==> src/rtl/lkchk_pkg.sv <==
package lkchk_pkg;

  localparam int NUM_ERR   = 4;
  localparam int ERR_FIRST = 0;  // opening command was not a read
  localparam int ERR_HOLD  = 1;  // lock not held through a locked transaction
  localparam int ERR_RETRY = 2;  // lock kept after retry of opening transaction
  localparam int ERR_ABORT = 3;  // lock kept after target abort

  typedef logic [NUM_ERR-1:0] err_vec_t;

  // Per-cycle view of the bus transaction, produced by the phase tracker.
  typedef struct packed {
    logic addr;   // address phase this cycle
    logic post;   // first clock after the address phase
    logic busy;   // inside a transaction, past its address phase
    logic endc;   // idle cycle that closes the transaction
    logic retry;  // retry termination seen this cycle
    logic abort;  // target abort seen this cycle
  } phase_t;

endpackage

==> src/rtl/lk_seq_rules.sv <==
module lk_seq_rules
  import lkchk_pkg::*;
(
  input  logic     clk,
  input  logic     rst_n,
  input  phase_t   ph,
  input  logic     frame_n,
  input  logic     lock_n,
  input  logic     is_read,
  output err_vec_t viol
);

  logic seq_q;        // locked sequence open
  logic first_q;      // current transaction opened the sequence
  logic locked_q;     // current transaction belongs to a sequence
  logic held_flag_q;  // hold breach already reported this transaction
  logic pend_rty_q;   // retry seen on the opening transaction
  logic pend_abt_q;   // target abort seen on a locked transaction
  logic addr_lock_q;  // lock_n sampled in the address phase
  logic rd_q;         // address-phase command was a read

  logic starting, first_eff, locked_eff, hold_bad, rty_any, abt_any;

  // On the clock after the address phase the registered flags are
  // still stale, so the live decision is used in that cycle.
  assign starting   = ph.post && !seq_q && addr_lock_q && !lock_n;
  assign first_eff  = ph.post ? starting : first_q;
  assign locked_eff = ph.post ? (starting || seq_q) : locked_q;
  assign hold_bad   = ph.busy && !ph.endc && locked_eff && lock_n && !held_flag_q;
  assign rty_any    = pend_rty_q || (ph.retry && first_eff && locked_eff);
  assign abt_any    = pend_abt_q || (ph.abort && locked_eff);

  always_comb begin
    viol            = '0;
    viol[ERR_FIRST] = starting && !rd_q;
    viol[ERR_HOLD]  = hold_bad;
    viol[ERR_RETRY] = ph.endc && !lock_n && rty_any;
    viol[ERR_ABORT] = ph.endc && !lock_n && abt_any;
  end

  always_ff @(posedge clk) begin
    if (!rst_n) begin
      seq_q       <= 1'b0;
      first_q     <= 1'b0;
      locked_q    <= 1'b0;
      held_flag_q <= 1'b0;
      pend_rty_q  <= 1'b0;
      pend_abt_q  <= 1'b0;
      addr_lock_q <= 1'b1;
      rd_q        <= 1'b0;
    end else begin
      if (starting)                seq_q <= 1'b1;
      else if (lock_n && frame_n)  seq_q <= 1'b0;

      if (ph.addr) begin
        addr_lock_q <= lock_n;
        rd_q        <= is_read;
        held_flag_q <= 1'b0;
        pend_rty_q  <= 1'b0;
        pend_abt_q  <= 1'b0;
      end else begin
        if (hold_bad) held_flag_q <= 1'b1;
        pend_rty_q <= ph.endc ? 1'b0 : rty_any;
        pend_abt_q <= ph.endc ? 1'b0 : abt_any;
      end

      if (ph.post) begin
        first_q  <= first_eff;
        locked_q <= locked_eff;
      end
    end
  end

endmodule

==> config.mk <==
export PLATFORM = sky130hd
export DESIGN_NAME = lk_seq_rules
export DESIGN_NICKNAME = d
export VERILOG_FILES = /design/src/rtl/lkchk_pkg.sv /design/src/rtl/lk_seq_rules.sv
export SDC_FILE = /design/constraint.sdc
export NUM_CORES = 1
export LEC_CHECK = 0
export BUFFER_PORTS_ARGS = -buffer_cell sky130_fd_sc_hd__buf_2
export CAP_MARGIN = 20
export CORE_AREA = 2 2 39 41
export CTS_CLUSTER_DIAMETER = 100
export CTS_CLUSTER_SIZE = 28
export DETAILED_ROUTE_END_ITERATION = 7
export DIE_AREA = 0 0 41 43
export MAX_ROUTING_LAYER = met4
export PLACE_DENSITY_LB_ADDON = 0.15
export SYNTH_ARGS = -nofsm -noshare
export SYNTH_HDL_FRONTEND = slang
export SYNTH_SLANG_ARGS = --single-unit
==> constraint.sdc <==
create_clock -name clk -period 1 [get_ports clk]
set_input_delay 0.2 -clock clk [delete_from_list [all_inputs] [get_ports clk]]
set_output_delay 0.2 -clock clk [all_outputs]
set_load 0.01 [all_outputs]
# After elaboration in Yosys (flattened, before gate mapping)
# Cells that the tools add are included.
# word_totals
regBits	8
out_inout_bits	4
elab_cells	39
# op_classes
n_mux	4
bitwise_logic	1
reduce_logical	26
# ops
cell	count
1-bit logical AND	15
1-bit logical NOT	5
1-bit two-way mux	4
1-bit logical OR	3
3-bit OR reduction	1
2-bit nonzero test	1
2-bit OR reduction	1
1-bit NOT	1

# Depth between registers and ports, before layout
# logic_depth
word_depth	9
ltp_mapped	3

# Worst setup path after synthesis
# OpenSTA, ideal clock, no wires.
# synth_path
path_type	reg-to-output
from	register seq_q
to	output viol[2]
t_arrival_ns	0.907
required_ns	0.800
setup_slack_ns	-0.107
path_stages_with_launch	4
cell_sequence	dfxtp_1 and4bb_4 a221oi_2 nor2_1
# synth_via
elab_chain_len	9
# synth_lines
element	line	text
start, declared	lk_seq_rules.sv:13	logic seq_q;
start signal, assigned	lk_seq_rules.sv:43	seq_q <= 1'b0;
start signal, assigned	lk_seq_rules.sv:52	if (starting) seq_q <= 1'b1;
start signal, assigned	lk_seq_rules.sv:53	else if (lock_n && frame_n) seq_q <= 1'b0;
1-bit logical NOT	lk_seq_rules.sv:26	assign starting = ph.post && !seq_q && addr_lock_q && !lock_n;
1-bit logical AND (3 in series)	lk_seq_rules.sv:26	
1-bit two-way mux / 1-bit logical OR (equally long branches)	lk_seq_rules.sv:27, lk_seq_rules.sv:28	
1-bit logical AND / 1-bit two-way mux (equally long branches)	lk_seq_rules.sv:30, lk_seq_rules.sv:28	
1-bit logical AND *	lk_seq_rules.sv:30	assign rty_any = pend_rty_q || (ph.retry && first_eff && locked_eff);
1-bit logical OR *	lk_seq_rules.sv:30	
1-bit logical AND *	lk_seq_rules.sv:37	viol[ERR_RETRY] = ph.endc && !lock_n && rty_any;
end, declared	lk_seq_rules.sv:10	output err_vec_t viol
# Every way passes the cells marked *; elsewhere a longest branch is shown, timed or not.

# Final worst setup path
# Ends and elaborated chain as after synthesis.

==> out/metrics.yaml <==
status:
  status: "finished with violations"
  violations: "negative setup slack"
die:
  core_um2: 1380
  start_util_pct: 27.4
  die_width_um: 41
  io_pins: 15
  die_h_um: 43
  row_count: 14
  die_area_um2: 1760
timing:
  timing.final.crit_share_pct: 146
  tightest_slew_ns: 0.242
  final-setup-viol-count: 5
  finalWorstSetupSlack_ns: -0.460
  drv_slew: 0
  hold_viol_final: 0
  skew_ns: 0.00246
  maxSlewHeadroom_pct: 83.9
  whs_ns: 0.217
  max_freq_mhz: 685
  period_needed_ns: 1.46
  grt_setup_unrepaired: "yes"
clock_tree:
  cts_max_level: 1
  clkSinkCount: 8
  clk_pin_slew_worst_paths_ns: 0.06
  clock_latency_ns: 0.25
  numCtsBuffers: 3
  cts_hold_buf: 0
  clockBufferDepth: 2
  cts_root_buf: "clkbuf_4"
  cts_tree: "built"
cells_and_area:
  final_cells: 79
  fin_nets: 76
  drive_above_1_share_pct: 57.1
  fill_cells: 143
  area_growth_pct: 51.2
  n_antenna_cell: 0
worst_setup_path:
  crit_fanout: 3
  crit_chain: "and4bb_4 > a221oi_2 > nor2_1 > buf_2"
  reg2reg_slack_ns: -0.17
  cp-end-kind: "primary output"
  startpoint: "seq_q"
  slowest_stage: "dfxtp_2"
  path_class: "reg2out"
  reg2reg_depth: 6
  slowest_delay_ns: 0.33
  r2r-start: "seq_q"
  crit_path_start_kind: "register"
  worstPathArrival_ns: 1.26
  worstPathRequired_ns: 0.80
  regToRegEndpoint: "held_flag_q"
  cp-endpoint: "viol[2]"
yosys:
  ys_ff_latch: 8
  synth_top_area_share_pct: 42.2
  synth_edf_count: 0
  synth_common_cells: "dfxtp_1 (8), nor2b_1 (5), mux2i_1 (3), nand2_1 (3), nand2b_1 (3)"
  yosysMostFrequentCell: "dfxtp_1"
  synthCells: 39
  syn_area_um2: 379
  synth_flop_cell: "dfxtp_1"
  synth_nets: 50
  seq_area_frac_synth_pct: 42.2
  synth.distinct_cells: 19
  synth_warnings: 0
  synth_area_leader_cell: "dfxtp_1"
  ys_async_sr_fraction_pct: 0
  syn-mean-instance-area_um2: 9.72
  ys_top_cells_by_area: "dfxtp_1 (42%), nor2b_1 (8.3%), mux2i_1 (7.9%)"
power:
  ir_drop_v: 0.000632
  leakagePower_nw: 0.254
  p_per_area_nw_per_um2: 1270
grt:
  overflow: 0
  grt_first_pass_wirelength_um: 1420
  track_usage_pct: 12.0
  grt_max_degree: 6
  grt_antenna_before_repair: 0
  grt_pass1_vias: 375
placement:
  gp_congestion: 0.671
  dp_cells: 74
  dp_hpwl_um: 700
  numPortBuffers: 14
  dpl_worst_slack_ns: -0.208
routing:
  viasPerCell: 4.56
  ant_nets: 0
  via_count: 360
  drt_iter0_markers: 3
  drcViolationCount: 0
  firstDrtPassIters: 3
  routedWlPerCell_um: 10.7
  wl_um: 842
min_path:
  holdCritPathClass: "in2reg"
run:
  max_cap_violations: 0
-- power by group --
group	internal, mW	switching, mW
Clock	0.137	0.106
Sequential	0.335	0.0102
Combinational	0.0805	0.0588
Total	0.553	0.175
-- cell type report --
class                           count  area [µm²]  share of cell area, %
Multi-Input combinational cell     29         229                   40.0
Timing Repair Buffer               22         134                   23.4
Tap cell                           16        20.0                   3.49
Clock buffer                        3        22.5                   3.93
Sequential cell                     8         164                   28.6
Inverter                            1        3.75                  0.655
-- cell usage in the layout (no fill, tap or decap), drive strengths merged, types with 2 or more instances in the layout --
master,netlist,final
buf,1,22
nor2,2,2
a21oi,2,2
nand2b,3,3
o21a,2,2
nand2,3,3
dfxtp,8,8
clkbuf,0,3
mux2i,3,3
nor2b,5,5
-- through the flow --
step	util [%]	power [mW]	area (µm²)	TNS [ns]
after CTS	41.0	0.742	568	-1.69
after global routing	41.4	0.778	573	-1.92
after global placement	37.6	0.476	520	-0.555
final	41.4	0.727	573	-1.66
after floorplan	-	0.411	393	-0.0629
after detailed placement	37.6	0.476	520	-0.547
-- state kept, by name (all words and copies together) (netlist names) --
name         count
pend_rty_q       1
first_q          1
pend_abt_q       1
held_flag_q      1
rd_q             1
addr_lock_q      1
locked_q         1
seq_q            1
-- cells by family after synthesis --
group           share of synthesized area, %
mux                                     7.92
simple gates                            29.0
buf+inv                                 2.97
flops                                   42.2
compound gates                          17.8
-- routing by layer --
layer / up-vias / wire length (µm) / GRT usage [%] / share of wire [%]
li1: 189 / - / - / -
met1: 163 / 377 / 14.3 / 45
met2: 8 / 420 / 18.8 / 50
met3: 0 / 44 / 3.14 / 5.2
met4: 0 / 0 / 4.00 / 0
met5: - / 0 / - / 0
-- worst max-delay path: cells and delay by family, from the launching register on --
kind,cells,cell delay (ns)
flip-flops,1,0.33
AND/OR/NAND/NOR,2,0.26
AO/OA/AOI/OAI,1,0.28
buffers and inverters,1,0.14
-- what timing repair did --
item,in CTS,in global routing
pin swaps,2,2
endpoints found under the setup margin,5,8
gates resized for setup,4,2
setup buffers,2,1
gates cloned,0,0
-- how the worst min path moves through the flow --
stage	end	cells past startpoint	slack [ns]	from
after floorplan	addr_lock_q	1	0.26	rst_n
after global placement	held_flag_q	1	0.45	held_flag_q
after detailed placement	held_flag_q	1	0.46	held_flag_q
after CTS	rd_q	3	0.22	is_read
after global routing	pend_abt_q	3	0.24	ph[0]
final	rd_q	3	0.22	is_read
Note: power is estimated with default switching activity, not from simulation.
